`config.mk`:
```
export PLATFORM = sky130hd
export DESIGN_NAME = xtrig_matrix
export DESIGN_NICKNAME = d
export VERILOG_FILES = /design/src/rtl/xtrig_pkg.sv /design/src/rtl/xtrig_ctrl.sv /design/src/rtl/xtrig_datapath.sv /design/src/rtl/xtrig_matrix.sv
export SDC_FILE = /design/constraint.sdc
export NUM_CORES = 1
export LEC_CHECK = 0
export ABC_AREA = 1
export BUFFER_PORTS_ARGS = -buffer_cell sky130_fd_sc_hd__clkbuf_2
export CORE_AREA = 2 2 170 172
export DETAILED_ROUTE_END_ITERATION = 6
export DIE_AREA = 0 0 172 174
export SLEW_MARGIN = 30
export SYNTH_ARGS = -nofsm -noshare
export SYNTH_HDL_FRONTEND = slang
export SYNTH_SLANG_ARGS = --single-unit
```
`constraint.sdc`:
```
create_clock -name clk -period 5.9 [get_ports clk]
set_input_delay 1.18 -clock clk [delete_from_list [all_inputs] [get_ports clk]]
set_output_delay 1.18 -clock clk [all_outputs]
set_load 0.03 [all_outputs]
```
`src/rtl/xtrig_pkg.sv`:
```
package xtrig_pkg;

  localparam int MAX_TRIG = 32;

  localparam logic [11:0] OFF_CTRL    = 12'h000;
  localparam logic [11:0] OFF_ACK     = 12'h010;
  localparam logic [11:0] OFF_SET     = 12'h014;
  localparam logic [11:0] OFF_CLR     = 12'h018;
  localparam logic [11:0] OFF_PULSE   = 12'h01C;
  localparam logic [11:0] OFF_INMASK  = 12'h020;
  localparam logic [11:0] OFF_OUTMASK = 12'h0A0;
  localparam logic [11:0] OFF_TIN     = 12'h130;
  localparam logic [11:0] OFF_TOUT    = 12'h134;
  localparam logic [11:0] OFF_CIN     = 12'h138;
  localparam logic [11:0] OFF_COUT    = 12'h13C;
  localparam logic [11:0] OFF_GATE    = 12'h140;
  localparam logic [11:0] OFF_IMPL    = 12'h144;
  localparam logic [11:0] OFF_ID      = 12'hFC8;

  typedef enum logic [3:0] {
    REG_NONE, REG_CTRL, REG_ACK, REG_SET, REG_CLR, REG_PULSE,
    REG_INMASK, REG_OUTMASK, REG_TIN, REG_TOUT, REG_CIN, REG_COUT,
    REG_GATE, REG_IMPL, REG_ID
  } reg_sel_e;

  typedef struct packed {
    logic        wrCtrl;
    logic        wrAck;
    logic        wrSet;
    logic        wrClr;
    logic        wrPulse;
    logic        wrGate;
    logic        wrImpl;
    logic        wrInMask;
    logic        wrOutMask;
    logic [4:0]  idx;
    logic [31:0] data;
    reg_sel_e    rdSel;
  } ctl_strobe_t;

endpackage

```
`src/rtl/xtrig_ctrl.sv`:
```
module xtrig_ctrl
  import xtrig_pkg::*;
#(
  parameter int NUM_TRIG = 8
) (
  input  logic        busSel,
  input  logic        busWrite,
  input  logic [11:0] busAddr,
  input  logic [31:0] busWdata,
  output ctl_strobe_t strobe
);

  localparam logic [11:0] IN_LAST  = OFF_INMASK  + 12'(4 * (NUM_TRIG - 1));
  localparam logic [11:0] OUT_LAST = OFF_OUTMASK + 12'(4 * (NUM_TRIG - 1));

  reg_sel_e   target;
  logic [4:0] maskIdx;
  logic       wrEn;
  logic       rdEn;

  always_comb begin
    target  = REG_NONE;
    maskIdx = '0;
    if (busAddr[1:0] == 2'b00) begin
      if (busAddr >= OFF_INMASK && busAddr <= IN_LAST) begin
        target  = REG_INMASK;
        maskIdx = 5'((busAddr - OFF_INMASK) >> 2);
      end else if (busAddr >= OFF_OUTMASK && busAddr <= OUT_LAST) begin
        target  = REG_OUTMASK;
        maskIdx = 5'((busAddr - OFF_OUTMASK) >> 2);
      end else begin
        case (busAddr)
          OFF_CTRL:  target = REG_CTRL;
          OFF_ACK:   target = REG_ACK;
          OFF_SET:   target = REG_SET;
          OFF_CLR:   target = REG_CLR;
          OFF_PULSE: target = REG_PULSE;
          OFF_TIN:   target = REG_TIN;
          OFF_TOUT:  target = REG_TOUT;
          OFF_CIN:   target = REG_CIN;
          OFF_COUT:  target = REG_COUT;
          OFF_GATE:  target = REG_GATE;
          OFF_IMPL:  target = REG_IMPL;
          OFF_ID:    target = REG_ID;
          default:   target = REG_NONE;
        endcase
      end
    end
  end

  assign wrEn = busSel & busWrite;
  assign rdEn = busSel & ~busWrite;

  always_comb begin
    strobe           = '0;
    strobe.data      = busWdata;
    strobe.idx       = maskIdx;
    strobe.rdSel     = rdEn ? target : REG_NONE;
    strobe.wrCtrl    = wrEn && (target == REG_CTRL);
    strobe.wrAck     = wrEn && (target == REG_ACK);
    strobe.wrSet     = wrEn && (target == REG_SET);
    strobe.wrClr     = wrEn && (target == REG_CLR);
    strobe.wrPulse   = wrEn && (target == REG_PULSE);
    strobe.wrGate    = wrEn && (target == REG_GATE);
    strobe.wrImpl    = wrEn && (target == REG_IMPL);
    strobe.wrInMask  = wrEn && (target == REG_INMASK);
    strobe.wrOutMask = wrEn && (target == REG_OUTMASK);
  end

endmodule

```
`src/rtl/xtrig_datapath.sv`:
```
module xtrig_datapath
  import xtrig_pkg::*;
#(
  parameter int NUM_TRIG = 8,
  parameter int NUM_CHAN = 4,
  parameter int IMPL_W   = 32
) (
  input  logic                clk,
  input  logic                rstN,
  input  ctl_strobe_t         strobe,
  input  logic [NUM_TRIG-1:0] trigIn,
  input  logic [NUM_CHAN-1:0] chanIn,
  output logic [NUM_TRIG-1:0] trigOut,
  output logic [NUM_CHAN-1:0] chanOut,
  output logic [IMPL_W-1:0]   implCtl,
  output logic [31:0]         rdData
);

  logic                enQ;
  logic [NUM_CHAN-1:0] appQ;
  logic [NUM_CHAN-1:0] pulseQ;
  logic [NUM_CHAN-1:0] gateQ;
  logic [IMPL_W-1:0]   implQ;
  logic [NUM_TRIG-1:0] tinQ;
  logic [NUM_TRIG-1:0] latchQ;
  logic [NUM_CHAN-1:0] coutQ;

  logic [NUM_CHAN-1:0] inMaskQ   [NUM_TRIG];
  logic [NUM_CHAN-1:0] outMaskQ  [NUM_TRIG];
  logic [NUM_CHAN-1:0] inContrib [NUM_TRIG];
  logic [NUM_TRIG-1:0] trigHit;
  logic [NUM_TRIG-1:0] ackMask;
  logic [NUM_CHAN-1:0] inAgg;
  logic [NUM_CHAN-1:0] chanAct;

  for (genvar t = 0; t < NUM_TRIG; t++) begin : g_trig
    always_ff @(posedge clk or negedge rstN) begin
      if (!rstN) begin
        inMaskQ[t]  <= '0;
        outMaskQ[t] <= '0;
      end else begin
        if (strobe.wrInMask && strobe.idx == 5'(t))
          inMaskQ[t] <= strobe.data[NUM_CHAN-1:0];
        if (strobe.wrOutMask && strobe.idx == 5'(t))
          outMaskQ[t] <= strobe.data[NUM_CHAN-1:0];
      end
    end
    assign inContrib[t] = tinQ[t] ? inMaskQ[t] : '0;
    assign trigHit[t]   = |(chanAct & outMaskQ[t]);
  end

  always_comb begin
    inAgg = '0;
    for (int t = 0; t < NUM_TRIG; t++) inAgg = inAgg | inContrib[t];
    chanAct = enQ ? (inAgg | appQ | pulseQ | chanIn) : '0;
  end

  assign ackMask = strobe.wrAck ? strobe.data[NUM_TRIG-1:0] : '0;

  always_ff @(posedge clk or negedge rstN) begin
    if (!rstN) begin
      enQ    <= 1'b0;
      appQ   <= '0;
      pulseQ <= '0;
      gateQ  <= '1;
      implQ  <= '0;
      tinQ   <= '0;
      latchQ <= '0;
      coutQ  <= '0;
    end else begin
      if (strobe.wrCtrl) enQ <= strobe.data[0];
      if (strobe.wrSet)      appQ <= appQ | strobe.data[NUM_CHAN-1:0];
      else if (strobe.wrClr) appQ <= appQ & ~strobe.data[NUM_CHAN-1:0];
      pulseQ <= strobe.wrPulse ? strobe.data[NUM_CHAN-1:0] : '0;
      if (strobe.wrGate) gateQ <= strobe.data[NUM_CHAN-1:0];
      if (strobe.wrImpl) implQ <= strobe.data[IMPL_W-1:0];
      tinQ   <= trigIn;
      latchQ <= (latchQ & ~ackMask) | trigHit;
      coutQ  <= chanAct & gateQ;
    end
  end

  assign trigOut = latchQ;
  assign chanOut = coutQ;
  assign implCtl = implQ;

  always_comb begin
    rdData = '0;
    case (strobe.rdSel)
      REG_CTRL:  rdData[0] = enQ;
      REG_SET:   rdData[NUM_CHAN-1:0] = appQ;
      REG_INMASK: begin
        for (int t = 0; t < NUM_TRIG; t++)
          if (strobe.idx == 5'(t)) rdData[NUM_CHAN-1:0] = inMaskQ[t];
      end
      REG_OUTMASK: begin
        for (int t = 0; t < NUM_TRIG; t++)
          if (strobe.idx == 5'(t)) rdData[NUM_CHAN-1:0] = outMaskQ[t];
      end
      REG_TIN:   rdData[NUM_TRIG-1:0] = tinQ;
      REG_TOUT:  rdData[NUM_TRIG-1:0] = latchQ;
      REG_CIN:   rdData[NUM_CHAN-1:0] = chanIn;
      REG_COUT:  rdData[NUM_CHAN-1:0] = coutQ;
      REG_GATE:  rdData[NUM_CHAN-1:0] = gateQ;
      REG_IMPL:  rdData[IMPL_W-1:0]   = implQ;
      REG_ID: begin
        rdData[15:8]  = 8'(NUM_TRIG);
        rdData[19:16] = 4'(NUM_CHAN);
      end
      default:   rdData = '0;
    endcase
  end

  // a disabled unit raises no new output trigger
  a_r2_no_new_trig_when_off: assert property (@(posedge clk) disable iff (!rstN)
    !enQ |=> ((latchQ & ~$past(latchQ)) == '0));

  // a closed gate never passes a channel to the matrix
  a_r7_gate_blocks: assert property (@(posedge clk) disable iff (!rstN)
    1'b1 |=> ((coutQ & ~$past(gateQ)) == '0));

  // output triggers fall only where acknowledged
  a_r8_hold_until_ack: assert property (@(posedge clk) disable iff (!rstN)
    1'b1 |=> (($past(latchQ) & ~latchQ & ~$past(ackMask)) == '0));

  // a pulse lasts one cycle unless rewritten
  a_r6_pulse_single: assert property (@(posedge clk) disable iff (!rstN)
    (pulseQ != '0) |=> ((pulseQ == '0) || $past(strobe.wrPulse)));

  // software channel bits only move on set or clear writes
  a_r5_app_stable: assert property (@(posedge clk) disable iff (!rstN)
    (!strobe.wrSet && !strobe.wrClr) |=> $stable(appQ));

endmodule

```
`src/rtl/xtrig_matrix.sv`:
```
module xtrig_matrix
  import xtrig_pkg::*;
#(
  parameter int NUM_TRIG = 8,
  parameter int NUM_CHAN = 4,
  parameter int IMPL_W   = 32
) (
  input  logic                clk,
  input  logic                rstN,
  input  logic                busSel,
  input  logic                busWrite,
  input  logic [11:0]         busAddr,
  input  logic [31:0]         busWdata,
  output logic [31:0]         busRdata,
  input  logic [NUM_TRIG-1:0] trigIn,
  output logic [NUM_TRIG-1:0] trigOut,
  input  logic [NUM_CHAN-1:0] chanIn,
  output logic [NUM_CHAN-1:0] chanOut,
  output logic [IMPL_W-1:0]   implCtl
);

  ctl_strobe_t strobe;

  xtrig_ctrl #(.NUM_TRIG(NUM_TRIG)) uCtrl (
    .busSel  (busSel),
    .busWrite(busWrite),
    .busAddr (busAddr),
    .busWdata(busWdata),
    .strobe  (strobe)
  );

  xtrig_datapath #(
    .NUM_TRIG(NUM_TRIG),
    .NUM_CHAN(NUM_CHAN),
    .IMPL_W  (IMPL_W)
  ) uData (
    .clk    (clk),
    .rstN   (rstN),
    .strobe (strobe),
    .trigIn (trigIn),
    .chanIn (chanIn),
    .trigOut(trigOut),
    .chanOut(chanOut),
    .implCtl(implCtl),
    .rdData (busRdata)
  );

endmodule

```
== Word level (Yosys, flattened, before mapping) ==
Index checks and enable logic that the tools add are counted.
Cells by class
  multiplexer cells: 42
  bitwise gates (word level): 28
  add/sub/neg operators: 2
  $lt $le $gt $ge: 4
  reductions and logical operators: 39
  equal/unequal tests: 38
Operators by type and width (count)
  4-bit two-way mux: 32
  12-bit by 9-bit equality test with 1-bit output (second input constant): 6
  12-bit by 5-bit equality test with 1-bit output (second input constant): 4
  4-bit case mux with 12 select lines: 1
  4-bit OR: 11
  4-bit AND: 10
  4-bit equality test (second input constant): 9
  4-bit OR reduction: 8
  1-bit logical AND: 27
  3-bit case mux with 9 select lines: 1
  4-bit by 3-bit equality test with 1-bit output (second input constant): 6
  12-bit case mux with 2 select lines: 1
  5-bit by 3-bit equality test with 1-bit output (second input constant): 4
  5-bit two-way mux: 3
  7-bit by 6-bit subtractor with 7-bit output (second input constant): 2
  12-bit equality test (second input constant): 1
  4-bit by 2-bit equality test with 1-bit output (second input constant): 3
  12-bit by 6-bit >= comparator with 1-bit output (second input constant): 1
  12-bit by 8-bit >= comparator with 1-bit output (second input constant): 1
  12-bit by 6-bit less-or-equal comparator with 1-bit output (second input constant): 1
  12-bit by 8-bit less-or-equal comparator with 1-bit output (second input constant): 1
  12-bit zero test: 1
  12-bit two-way mux: 1
  4-bit case mux with 3 select lines: 1
  14 further kinds: 17
Word-level totals
  input port bits: 60
  flip-flop bits (word level): 129
  word-level logic and storage cells: 177
  output and inout port bits: 76

== Longest topological paths before layout ==
Gate-level depths: netlist of run 1.
  depth in word-level cells: 15
  gate-level depth with buffers: 19
  gate-level depth less buffers: 19

== By module ==
From an unflattened synthesis of run 1, not the netlist that was laid out.
Unflattened totals
  cell total of the unflattened synthesis: 985
  area total of the unflattened synthesis: 7190.6 sq um
Modules (own cells, without submodules)
  xtrig_datapath: cells each 821, area an instance 6321.1 sq um, instances 1, sequential area each 3233.1 sq um
  xtrig_ctrl: cells each 164, area an instance 869.6 sq um, instances 1, sequential area each 0.0 sq um

== Worst setup path after synthesis of run 1 ==
OpenSTA, ideal clock, no wires.
  kind: input to output
  start: input port busAddr[3]
  end: output port busRdata[11]
  path buffers: 1
  data arrival time: 3144 ps
  stages: 11
  slack: 1576 ps
  data required time: 4720 ps
  cell sequence: buf_4 -> nand2_1 -> o21ai_0 -> nand2_1 -> nand2_1 -> nand2_4 -> inv_2 -> nand2_1 -> a21oi_1 -> nand3_1 -> o21ai_0
On the way
  word-level cells in the longest chain between the ends: 8
  elaborated cells between the ends (all ways): 26
  classes of those cells: order compare (4); eq/ne (13); mux (6); reduce/logical (3)
Ends and longest elaborated chain
  from (decl): line xtrig_matrix.sv:12  | input logic [11:0] busAddr,
  12-bit by 8-bit >= comparator with 1-bit output, or another cell as far along: line xtrig_ctrl.sv:28  | end else if (busAddr >= OFF_OUTMASK && busAddr <= OUT_LAST) begin
  1-bit logical AND or 4-bit case mux with 12 select lines (tied branches): line xtrig_ctrl.sv:28, xtrig_ctrl.sv:32
  4-bit two-way mux: line xtrig_ctrl.sv:28
  4-bit two-way mux (*): line xtrig_ctrl.sv:25  | if (busAddr >= OFF_INMASK && busAddr <= IN_LAST) begin
  4-bit two-way mux (*): line xtrig_ctrl.sv:24  | if (busAddr[1:0] == 2'b00) begin
  4-bit two-way mux (*): line xtrig_ctrl.sv:58  | strobe.rdSel = rdEn ? target : REG_NONE;
  4-bit equality test: line xtrig_datapath.sv:89  | case (strobe.rdSel)
  12-bit case mux with 2 select lines (*): line xtrig_datapath.sv:89
  to (decl): line xtrig_matrix.sv:14  | output logic [31:0] busRdata,
Every way passes the cells marked *; elsewhere a longest branch is shown, timed or not.

== Final worst setup path of run 1 ==
Ends and elaborated chain as after synthesis.

==> results of run 1 <==
synth_stat cells, types with 2 or more instances:
| library cell | count |
|---|---|
| buf_2 | 4 |
| o21ai_0 | 109 |
| nand2_2 | 2 |
| dfrtp_1 | 125 |
| o22ai_1 | 3 |
| inv_1 | 119 |
| nand2_1 | 295 |
| nand4_1 | 44 |
| a221oi_1 | 7 |
| a22o_1 | 3 |
| clkbuf_1 | 16 |
| nor2_2 | 4 |
| or2_2 | 3 |
| nand3b_1 | 2 |
| nand3_1 | 50 |
| nor2_1 | 87 |
| inv_2 | 2 |
| mux2_2 | 24 |
| buf_1 | 2 |
| nor4_1 | 3 |
| dfstp_2 | 4 |
| nor3_1 | 7 |
| a21oi_1 | 12 |
power by group through the flow:
stage | clock (mW) | combinational [mW] | sequential [mW]
5_1_grt | 1.07 | 0.103 | 0.896
2_1_floorplan | 0 | 0.0321 | 0.909
3_5_place_dp | 0 | 0.0924 | 0.911
4_1_cts | 1.03 | 0.0929 | 0.896
3_3_place_gp | 0 | 0.0927 | 0.911
6_report | 1.02 | 0.0913 | 0.896
worst min-delay path by stage:
stage / to / slack (ns) / depth (start not counted)
6_report: uData.inMaskQ[18]$_DFFE_PN0P_ / 0.49 / 2
5_1_grt: uData.chanOut[0]$_DFF_PN0_ / 0.52 / 2
4_1_cts: uData.outMaskQ[3]$_DFFE_PN0P_ / 0.49 / 2
3_5_place_dp: uData.outMaskQ[3]$_DFFE_PN0P_ / 0.48 / 2
3_3_place_gp: uData.outMaskQ[26]$_DFFE_PN0P_ / 0.47 / 2
2_1_floorplan: uData.inMaskQ[16]$_DFFE_PN0P_ / 0.45 / 2
per-layer routing:
metal / global-route usage, % / up-vias / share of wire, % / routed length (um)
li1: - / 3305 / - / -
met1: 21.6 / 3257 / 43 / 10300
met2: 26.2 / 247 / 47 / 11300
met3: 3.19 / 39 / 7.0 / 1660
met4: 6.06 / 0 / 2.3 / 551
met5: 0 / - / 0 / 0
metrics by stage:
stage	power, mW	util [%]	instance area [um2]
after floorplan	0.941	-	6920
after global placement	1.00	28.4	8020
after detailed placement	1.00	28.4	8020
after CTS	2.02	30.4	8590
after global routing	2.07	30.4	8590
final	2.01	30.4	8590
logic make-up after synthesis:
logic type / count (synthesis) / synth area share [%]
AO/OA/AOI/OAI: 134 / 10.3
adder cells (fa/ha/maj): 1 / 0.181
buffers and inverters: 145 / 7.99
flip-flops: 129 / 46.7
multiplexers: 24 / 3.90
AND/OR/NAND/NOR: 502 / 30.9
sequential cells by signal, summed over array words and instances, names as in the netlist, 4 cells and up, named ones only:
register,cells
uData.chanOut,4
uData.pulseQ,4
uData.implCtl,32
uData.outMaskQ,32
uData.trigOut,8
uData.inMaskQ,32
uData.gateQ,4
uData.tinQ,8
final cells by class:
type | instances | area, um2 | area share (%)
clock inverter | 14 | 143 | 1.66
timing repair buffer | 140 | 716 | 8.33
sequential | 129 | 3230 | 37.6
tap | 384 | 480 | 5.59
multi-input combinational | 661 | 3140 | 36.5
clock buffer | 18 | 429 | 4.99
inverter | 122 | 458 | 5.33
worst register-to-register path, cell delays in order (launching register included):
cell	delay [ns]
dfrtp_1	0.48
nand2_1	0.11
nand2_1	0.05
a221oi_1	0.29
nand4_1	0.17
nand2_1	0.19
inv_1	0.21
a221oi_1	0.57
nand2_1	0.09
layout by cell type (no fill, tap or decap):
cell type	instances
o22ai_1	3
clkbuf_2	134
buf_4	6
a221oi_1	7
inv_1	119
nor2_2	4
ha_1	1
or2_2	3
clkinv_1	1
nand3_2	1
clkinv_2	4
nor3_1	7
nand2_4	1
dfstp_2	4
clkinvlp_4	6
nand4_1	44
nand3b_1	2
nor3_4	1
clkbuf_1	1
nand2_2	2
clkbuf_16	17
a21oi_1	12
o21ai_0	109
nor4_1	3
a22o_1	3
nor3b_1	1
nand2_1	295
inv_2	2
nor2_4	1
dfrtp_1	125
bufinv_16	2
nor2_1	87
clkinv_4	2
mux2_2	24
nand3_1	50
==> impl_results.md, run 1 <==
* Max H-tree Level at 4
* Insertion delay to the later sink of the worst-skew pair at 0.42 ns
* Antenna violations before repair at 0
* Final hold violation count at 0
* Core area at 28200 um2
* Buffers inserted during post-CTS setup optimization at 0
* Sum Neg Setup Slack at 0 ns
* Critical path type: input pin to primary output
* Critical Path Max Stage Delay at 0.57 ns
* Buffer and inverter count on the worst path at 4
* Maximum fanout encountered on the critical timing path at 24
* Register bit count reported by yosys at 129
* Average vias per placed instance at 4.66
* Share of total power in combinational logic at 4.5%
* IO Pins at 136
* Number of diodes added for antenna fixing at 0
* Number of sinks handled by clock tree synthesis at 129
* TritonCTS clock tree: built
* Effective utilization at floorplan at 24.5%
* Critical Path AT at 4.04 ns
* Cells resized by post-CTS repair at 0
* Min Clock Period, post-route at 5.22 ns
* Final-report setup violation count at 0
* Starting DRC count in detailed routing at 781
* Lkg Pwr at 4.35 nW
* Number of vias in the routed layout at 6848
* First-pass iteration count of the detailed router at 5
* Placer Congestion at 0.912
* Sw Ratio at 23.8%
* Cell taking the most area after synthesis: dfrtp_1
* Cts bufs inserted at 17
* Worst slack, placed at 0.667 ns
* Relative max-transition margin at 35.8%
* Max Cap Viol at 0
* Cell type with the highest occurrence count on the critical path: nand2_1
* Data required time of the critical path at 4.72 ns
* Syn Std Cell Area at 6920 um2
* Highest achievable clock rate at 191 MHz
* Hold path start: uData.inMaskQ[18]$_DFFE_PN0P_
* Number of buffers inserted by port buffering at 135
* Worst Setup EP: busRdata[11]
* Hold WS at 0.490 ns
* Final Worst Setup Slack at 0.675 ns
* Clock-pin slew reported for the worst setup and hold paths after clock tree synthesis at 0.05 ns
* Post-synthesis area per instance at 7.40 um2
* Share of post-route cells with drive strength above 1 at 19.7%
* Global-route usage over all layers at 16.3%
* Relative contribution of the clock network to total power at 50.9%
* Count of hold buffers inserted by post-cts repair at 0
* Cell-internal power at 1.53 mW
* Die area at 29900 um2
* Worst Setup End Kind: primary output
* Switch Pwr at 0.478 mW
* Proportion of netlist area held by the largest area contributor at 45.2%
* Largest net degree at the start of global routing at 48
* Unrepaired setup endpoints after global routing: false
* Timing startpoint of the critical path: busAddr[3]
* Final Slew Violations at 0
* Library cell contributing the largest single delay on the critical path: nand3_1
* Worst reg2reg path endpoint: uData.trigOut[3]$_DFF_PN0_
* Remaining Overflow, GRT at 0
* Crit share post-route at 88.6%
* Gate Count Post-Synth at 935
* Number of placement rows at 62
* Die boundary height at 174 um
* Synth async-reset ratio at 100%
* Sequential cell area fraction in the yosys report at 46.7%
* Crit path cell chain: clkbuf_2 -> nand2_1 -> o21ai_0 -> nand2_1 -> nand2_1 -> nand2_4 -> inv_2 -> nand2_1 -> a21oi_1 -> buf_4 -> nand3_1 -> o21ai_0 -> clkbuf_2
* Power density over the cells at 234 nW/um2
* Top cell family by delay on the critical path: simple AND/OR/NAND/NOR gates
* DP HPWL at 18.0 mm
* Final Net Count at 1132
* Via count of the first global-routing pass at 6694
* Clk_skew at 0.00646 ns
* Average wire length per cell after detail routing at 16.2 um
* Critical Path Source Type: input pin
* Sequential fraction of design power at 44.6%
* Final WL at 23.8 mm
* Warnings, synthesis at 0
* Count of cells along the worst register-to-register path at 8
* Run status: finished, final reports clean
* Crit path depth at 13
* Post-route DRC at 0
* Synth Flop Type: dfrtp_1
* Layout fillers at 3102
* Reg-to-reg startpoint: uData.tinQ[6]$_DFF_PN0_
* Clock tree root driver cell: clkbuf_16
* Area delta synth->final at 24.2%
* Number of synthesized flops with an enable pin at 0
* First-pass GRT wire length at 37.1 mm
* Syn Nets at 996
* # placed instances at 1436
* Worst hold-check path type: register to register
* Die span in x at 172 um
* Final std cells w/o fill at 1468
* Number of antenna-violating nets in the routed design at 0
* Slew at the pin with the worst max-slew slack at 0.962 ns
* Buffer depth of the longest clock path at 2
* Register-to-register setup slack at 3.61 ns
* Top post-synthesis cells by area: dfrtp_1, nand2_1, o21ai_0
* Count of distinct cell types in the synthesized netlist at 31
* Peak supply drop at 0.000190 V
(Power assumes the default switching activity.)
==> inputs of run 2 (changes only) <==
Clock period 5.9 ns to 5.85 ns, I/O delays scaled along.
==> impl_results.md, run 2 (same netlist as run 1, synthesis figures left out) <==
* Number of buffers inserted by port buffering at 135 (unchanged)
* Count of cells along the worst register-to-register path at 10 (was 8)
* Effective utilization at floorplan at 24.5% (unchanged)
* Run status: finished, final reports clean (unchanged)
* Relative contribution of the clock network to total power at 52.0% (was 50.9%)
* Worst Setup EP: busRdata[11] (unchanged)
* Sum Neg Setup Slack at 0 ns (unchanged)
* Number of antenna-violating nets in the routed design at 0 (unchanged)
* Antenna violations before repair at 0 (unchanged)
* Final WL at 23.6 mm (was 23.8 mm)
* Critical Path Source Type: input pin (unchanged)
* Maximum fanout encountered on the critical timing path at 24 (unchanged)
* Max Cap Viol at 0 (unchanged)
* Final Slew Violations at 0 (unchanged)
* DP HPWL at 17.9 mm (was 18.0 mm)
* Cts bufs inserted at 17 (unchanged)
* Highest achievable clock rate at 190 MHz
* Slew at the pin with the worst max-slew slack at 0.929 ns (was 0.962 ns)
* First-pass GRT wire length at 36.6 mm (was 37.1 mm)
* TritonCTS clock tree: built (unchanged)
* Sw Ratio at 21.9% (was 23.8%)
* Final Total Pwr at 2.07 mW (was 2.01 mW)
* Post-route DRC at 0 (unchanged)
* Buffers inserted during post-CTS setup optimization at 0 (unchanged)
* Data required time of the critical path at 4.68 ns (was 4.72 ns)
* Lkg Pwr at 4.39 nW (was 4.35 nW)
* Final-report setup violation count at 0 (unchanged)
* Clk_skew at 0.00702 ns (was 0.00646 ns)
* Reg-to-reg startpoint: uData.tinQ[3]$_DFF_PN0_ (was uData.tinQ[6]$_DFF_PN0_)
* Remaining Overflow, GRT at 0 (unchanged)
* Relative max-transition margin at 38.0% (was 35.8%)
* Peak supply drop at 0.000142 V (was 0.000190 V)
* Count of hold buffers inserted by post-cts repair at 0 (unchanged)
* Switch Pwr at 0.455 mW (was 0.478 mW)
* Average wire length per cell after detail routing at 16.1 um (was 16.2 um)
* Unrepaired setup endpoints after global routing: false (unchanged)
* Power density over the cells at 240 nW/um2 (was 234 nW/um2)
* Clock-pin slew reported for the worst setup and hold paths after clock tree synthesis at 0.06 ns (was 0.05 ns)
* Starting DRC count in detailed routing at 691 (was 781)
* Global-route usage over all layers at 16.1% (was 16.3%)
* First-pass iteration count of the detailed router at 5 (unchanged)
* Worst Setup End Kind: primary output (unchanged)
* Number of placement rows at 62 (unchanged)
* Timing startpoint of the critical path: busAddr[5] (was busAddr[3])
* Worst hold-check path type: register to register (unchanged)
* Highest-count cells in the layout ignoring fill and taps: nand2_1, clkbuf_2, dfrtp_1 (unchanged)
* Via count of the first global-routing pass at 6525 (was 6694)
* Critical Path AT at 4.08 ns (was 4.04 ns)
* Average vias per placed instance at 4.63 (was 4.66)
* Core area at 28200 um2 (unchanged)
* Sequential fraction of design power at 43.5% (was 44.6%)
* Max H-tree Level at 4 (unchanged)
* Die boundary height at 174 um (unchanged)
* Cell area reported after detailed placement at 8040 um2 (was 8020 um2)
* Register-to-register setup slack at 3.68 ns (was 3.61 ns)
* Worst reg2reg path endpoint: uData.trigOut[6]$_DFF_PN0_ (was uData.trigOut[3]$_DFF_PN0_)
* Area delta synth->final at 24.8% (was 24.2%)
* Largest net degree at the start of global routing at 51 (was 48)
* Layout fillers at 3101 (was 3102)
* Buffer depth of the longest clock path at 2 (unchanged)
* Die span in x at 172 um (unchanged)
* Commonest non-fill, non-tap cell in the layout: nand2_1 (unchanged)
* Critical path type: input pin to primary output (unchanged)
* Share of post-route cells with drive strength above 1 at 19.8% (was 19.7%)
* Crit share post-route at 89.8%
* Number of sinks handled by clock tree synthesis at 129 (unchanged)
* IO Pins at 136 (unchanged)
* Placer Congestion at 0.967 (was 0.912)
* Die area at 29900 um2 (unchanged)
* Final Net Count at 1133 (was 1132)
* Min Clock Period, post-route at 5.25 ns
* Finished layout cell area at 8640 um2 (was 8590 um2)
* Cell-internal power at 1.62 mW (was 1.53 mW)
* Final hold violation count at 0 (unchanged)
* Number of vias in the routed layout at 6790 (was 6848)
* Cells resized by post-CTS repair at 0 (unchanged)
* Clock tree root driver cell: clkbuf_16 (unchanged)
* Number of diodes added for antenna fixing at 0 (unchanged)
* Share of total power in combinational logic at 4.4% (was 4.5%)
* Insertion delay to the later sink of the worst-skew pair at 0.42 ns (about the same)
## run 2: changes by cell type in the layout (fill, tap and decap cells not counted)
cell	change
clkinvlp_4	-4
bufinv_16	+1
clkbuf_8	+3
nor4_1	-1
buf_4	+1
nor4_2	+1
clkinv_4	-1
## run 2: routing by layer
metal,share of wire [%],vias to the layer above,track usage (%)
li1,-,3299,-
met1,44,3212,21.0
met2,48,242,26.3
met3,6.4,37,3.57
met4,2.1,0,5.15
met5,0,-,0
## run 2: how the worst min path moves through the flow
stage	from	to	slack, ns	cells after the start
floorplan	uData.inMaskQ[16]$_DFFE_PN0P_	uData.inMaskQ[16]$_DFFE_PN0P_	0.45	2
global placement	uData.outMaskQ[26]$_DFFE_PN0P_	uData.outMaskQ[26]$_DFFE_PN0P_	0.47	2
detailed placement	uData.outMaskQ[26]$_DFFE_PN0P_	uData.outMaskQ[26]$_DFFE_PN0P_	0.48	2
CTS	uData.outMaskQ[26]$_DFFE_PN0P_	uData.outMaskQ[26]$_DFFE_PN0P_	0.49	2
global route	uData.gateQ[1]$_DFFE_PN1P_	uData.chanOut[1]$_DFF_PN0_	0.51	2
finish	uData.outMaskQ[26]$_DFFE_PN0P_	uData.outMaskQ[26]$_DFFE_PN0P_	0.49	2
## run 2: area by class of cell
class                           count  area, um2  share of cell area (%)
Clock buffer                       21        470                    5.44
Clock inverter                     10        134                    1.55
Inverter                          122        458                    5.30
Multi-Input combinational cell    661       3140                    36.4
Sequential cell                   129       3230                    37.4
Tap cell                          384        480                    5.56
Timing Repair Buffer              141        723                    8.37
## run 2: worst max-delay path, stage by stage
cell and delay (ns):
clkbuf_2 0.15, nand2_1 0.16, o21ai_0 0.26, nand2_1 0.08
nand2_1 0.14, nand2_4 0.16, inv_2 0.13, nand2_1 0.10
a21oi_1 0.27, buf_4 0.24, nand3_1 0.58, o21ai_0 0.39
clkbuf_2 0.25
## run 2: per-stage QoR
stage | setup slack, ns | utilization (%) | hold WS, ns | std cells
CTS | 0.578 | 30.6 | 0.490 | 1468
finish | 0.595 | 30.6 | 0.488 | 1468
global placement | 0.658 | 28.4 | 0.467 | 1437
global route | 0.188 | 30.6 | 0.515 | 1468
floorplan | 1.55 | - | 0.453 | 935
detailed placement | 0.601 | 28.5 | 0.476 | 1437
## run 2: power groups by stage
stage	sequential [mW]	clock [mW]	combinational, mW
global route	0.903	1.13	0.103
detailed placement	0.919	0	0.0937
CTS	0.903	1.09	0.0939
global placement	0.919	0	0.0937
finish	0.903	1.08	0.0923
floorplan	0.917	0	0.0324
==> inputs of run 3 (changes only) <==
Clock period 5.85 ns to 4.95 ns, I/O delays scaled along.
==> impl_results.md, run 3 (same netlist as run 1, synthesis figures left out) <==
* Run status: finished, final reports clean (unchanged)
* Core area at 28200 um2 (unchanged)
* Cell type with the highest occurrence count on the critical path: nand2_1 (unchanged)
* Number of vias in the routed layout at 6788 (was 6790)
* Area delta synth->final at 25.0% (was 24.8%)
* Max H-tree Level at 4 (unchanged)
* Data required time of the critical path at 3.96 ns (was 4.68 ns)
* DP HPWL at 18.3 mm (was 17.9 mm)
* Sequential cell area at 3230 um2 (unchanged)
* Cts bufs inserted at 17 (unchanged)
* Peak supply drop at 0.000246 V (was 0.000142 V)
* Switch Pwr at 0.548 mW (was 0.455 mW)
* Average vias per placed instance at 4.61 (was 4.63)
* Global-route usage over all layers at 16.2% (was 16.1%)
* Sequential fraction of design power at 43.9% (was 43.5%)
* Crit share post-route at 93.0%
* IO Pins at 136 (unchanged)
* Die boundary height at 174 um (unchanged)
* Power density over the cells at 281 nW/um2 (was 240 nW/um2)
* Buffers inserted during post-CTS setup optimization at 0 (unchanged)
* Cell area reported after detailed placement at 8060 um2 (was 8040 um2)
* Count of cells along the worst register-to-register path at 10 (unchanged)
* Count of hold buffers inserted by post-cts repair at 0 (unchanged)
* Worst hold-check path type: register to register (unchanged)
* Area occupied by multi-input gates at 3140 um2 (unchanged)
* Critical Path AT at 3.61 ns (was 4.08 ns)
* Buffer and inverter count on the worst path at 5 (was 4)
* Number of sinks handled by clock tree synthesis at 129 (unchanged)
* Max Cap Viol at 0 (unchanged)
* Buffer depth of the longest clock path at 2 (unchanged)
* Via count of the first global-routing pass at 6405 (was 6525)
* Average wire length per cell after detail routing at 16.2 um (was 16.1 um)
* Insertion delay to the later sink of the worst-skew pair at 0.42 ns (about the same)
* Effective utilization at floorplan at 24.5% (unchanged)
* Remaining Overflow, GRT at 0 (unchanged)
* First-pass iteration count of the detailed router at 6 (was 5)
* Clk_skew at 0.00937 ns (was 0.00702 ns)
* Slew at the pin with the worst max-slew slack at 0.937 ns (was 0.929 ns)
* Cells resized by post-CTS repair at 0 (unchanged)
* Sum Neg Setup Slack at 0 ns (unchanged)
* Relative contribution of the clock network to total power at 51.6% (was 52.0%)
* Final Slew Violations at 0 (unchanged)
* Starting DRC count in detailed routing at 720 (was 691)
* Critical Path Source Type: input pin (unchanged)
* Finished layout cell area at 8650 um2 (was 8640 um2)
* Maximum fanout encountered on the critical timing path at 18 (was 24)
* Commonest non-fill, non-tap cell in the layout: nand2_1 (unchanged)
* Largest net degree at the start of global routing at 72 (was 51)
* Critical Path Max Stage Delay at 0.53 ns (was 0.58 ns)
* TritonCTS clock tree: built (unchanged)
* Number of placement rows at 62 (unchanged)
* Clock-pin slew reported for the worst setup and hold paths after clock tree synthesis at 0.06 ns (about the same)
* Relative max-transition margin at 37.5% (was 38.0%)
* Final hold violation count at 0 (unchanged)
* Number of antenna-violating nets in the routed design at 0 (unchanged)
* Worst Setup End Kind: primary output (unchanged)
* Number of diodes added for antenna fixing at 0 (unchanged)
* Min Clock Period, post-route at 4.60 ns
* Cell-internal power at 1.89 mW (was 1.62 mW)
* Die span in x at 172 um (unchanged)
* Final Net Count at 1137 (was 1133)
* Library cell contributing the largest single delay on the critical path: nor4_1 (was nand3_1)
* Clock tree root driver cell: clkbuf_16 (unchanged)
* Highest-count cells in the layout ignoring fill and taps: nand2_1, clkbuf_2, dfrtp_1 (unchanged)
* Share of total power in combinational logic at 4.5% (was 4.4%)
* Critical path type: input pin to primary output (unchanged)
* Unrepaired setup endpoints after global routing: false (unchanged)
* Die area at 29900 um2 (unchanged)
* Lkg Pwr at 4.38 nW (was 4.39 nW)
* Final WL at 23.8 mm (was 23.6 mm)
* Hold-critical path depth at 2 (unchanged)
* Top cell family by delay on the critical path: simple AND/OR/NAND/NOR gates (unchanged)
* Share of post-route cells with drive strength above 1 at 20.0% (was 19.8%)
* Sw Ratio at 22.5% (was 21.9%)
* Layout fillers at 3091 (was 3101)
* Placer Congestion at 0.964 (was 0.967)
* Post-route DRC at 0 (unchanged)
* Antenna violations before repair at 0 (unchanged)
* Highest achievable clock rate at 217 MHz
* Crit path depth at 15 (was 13)
* First-pass GRT wire length at 36.9 mm (was 36.6 mm)
* Number of buffers inserted by port buffering at 135 (unchanged)
* Final-report setup violation count at 0 (unchanged)
* Crit path cell chain: clkbuf_2 -> nand2_1 -> o21ai_0 -> nand2_1 -> nand2_1 -> nand2_4 -> inv_2 -> nand2_1 -> nand2_2 -> inv_2 -> nor4_1 -> buf_4 -> nand2_1 -> nand3_1 -> clkbuf_2 (was clkbuf_2 -> nand2_1 -> o21ai_0 -> nand2_1 -> nand2_1 -> nand2_4 -> inv_2 -> nand2_1 -> a21oi_1 -> buf_4 -> nand3_1 -> o21ai_0 -> clkbuf_2)
run 3: cell types whose count changed in the layout (fill, tap and decap cells not counted):
cell        previous run  this run
clkbuf_8               3         1
clkbuf_1               1         2
buf_4                  7        10
clkinv_2               4         2
buf_6                  0         1
clkinv_4               1         0
clkinvlp_4             2         5
run 3: worst reg2reg max path, stage by stage (launching register included):
cell and delay, ns:
dfrtp_1 0.48, nand2_1 0.12, nand3_1 0.11, a21oi_1 0.13
nand4_1 0.10, nand2_1 0.32, inv_1 0.23, nand2_1 0.09
o21ai_0 0.09, a221oi_1 0.35, nand2_1 0.09
run 3: layer usage:
metal	vias to the layer above	global-route usage (%)	wire length, um
li1	3312	-	-
met4	0	5.25	529
met3	36	4.19	1920
met1	3178	22.2	10400
met5	-	0	0
met2	262	24.8	10900
run 3: metrics by stage:
step	power [mW]	instances	util (%)	hold slack, ns	setup WS (ns)
floorplan	1.12	935	-	0.453	1.01
CTS	2.45	1471	30.6	0.491	0.471
detailed placement	1.20	1441	28.5	0.477	0.483
global route	2.51	1471	30.6	0.514	0.0456
finish	2.43	1471	30.6	0.487	0.348
global placement	1.20	1441	28.5	0.469	0.491
run 3: layout make-up:
type                       instances  share of cell area [%]
tap                              384                    5.55
inverter                         122                    5.29
clock inverter                    10                    1.59
multi-input combinational        661                    36.3
sequential                       129                    37.4
clock buffer                      20                    5.16
timing repair buffer             145                    8.75
run 3: power by group through the flow:
stage	sequential [mW]	clock, mW	combinational (mW)
final	1.07	1.26	0.108
after global routing	1.07	1.32	0.123
after CTS	1.07	1.27	0.110
after detailed placement	1.09	0	0.109
after global placement	1.09	0	0.110
after floorplan	1.08	0	0.0383
run 3: final timing paths:
check	startpoint	endpoint	slack, ns
worst max-delay path	busAddr[5]	busRdata[5]	0.35
worst min-delay path	uData.outMaskQ[3]$_DFFE_PN0P_	uData.outMaskQ[3]$_DFFE_PN0P_	0.49
worst max register to register	uData.tinQ[7]$_DFF_PN0_	uData.trigOut[6]$_DFF_PN0_	2.71
worst min register to register	uData.outMaskQ[3]$_DFFE_PN0P_	uData.outMaskQ[3]$_DFFE_PN0P_	0.49
max in group asynchronous	rstN	uData.inMaskQ[5]$_DFFE_PN0P_	3.48
min in group asynchronous	rstN	uData.implCtl[11]$_DFFE_PN0P_	0.58
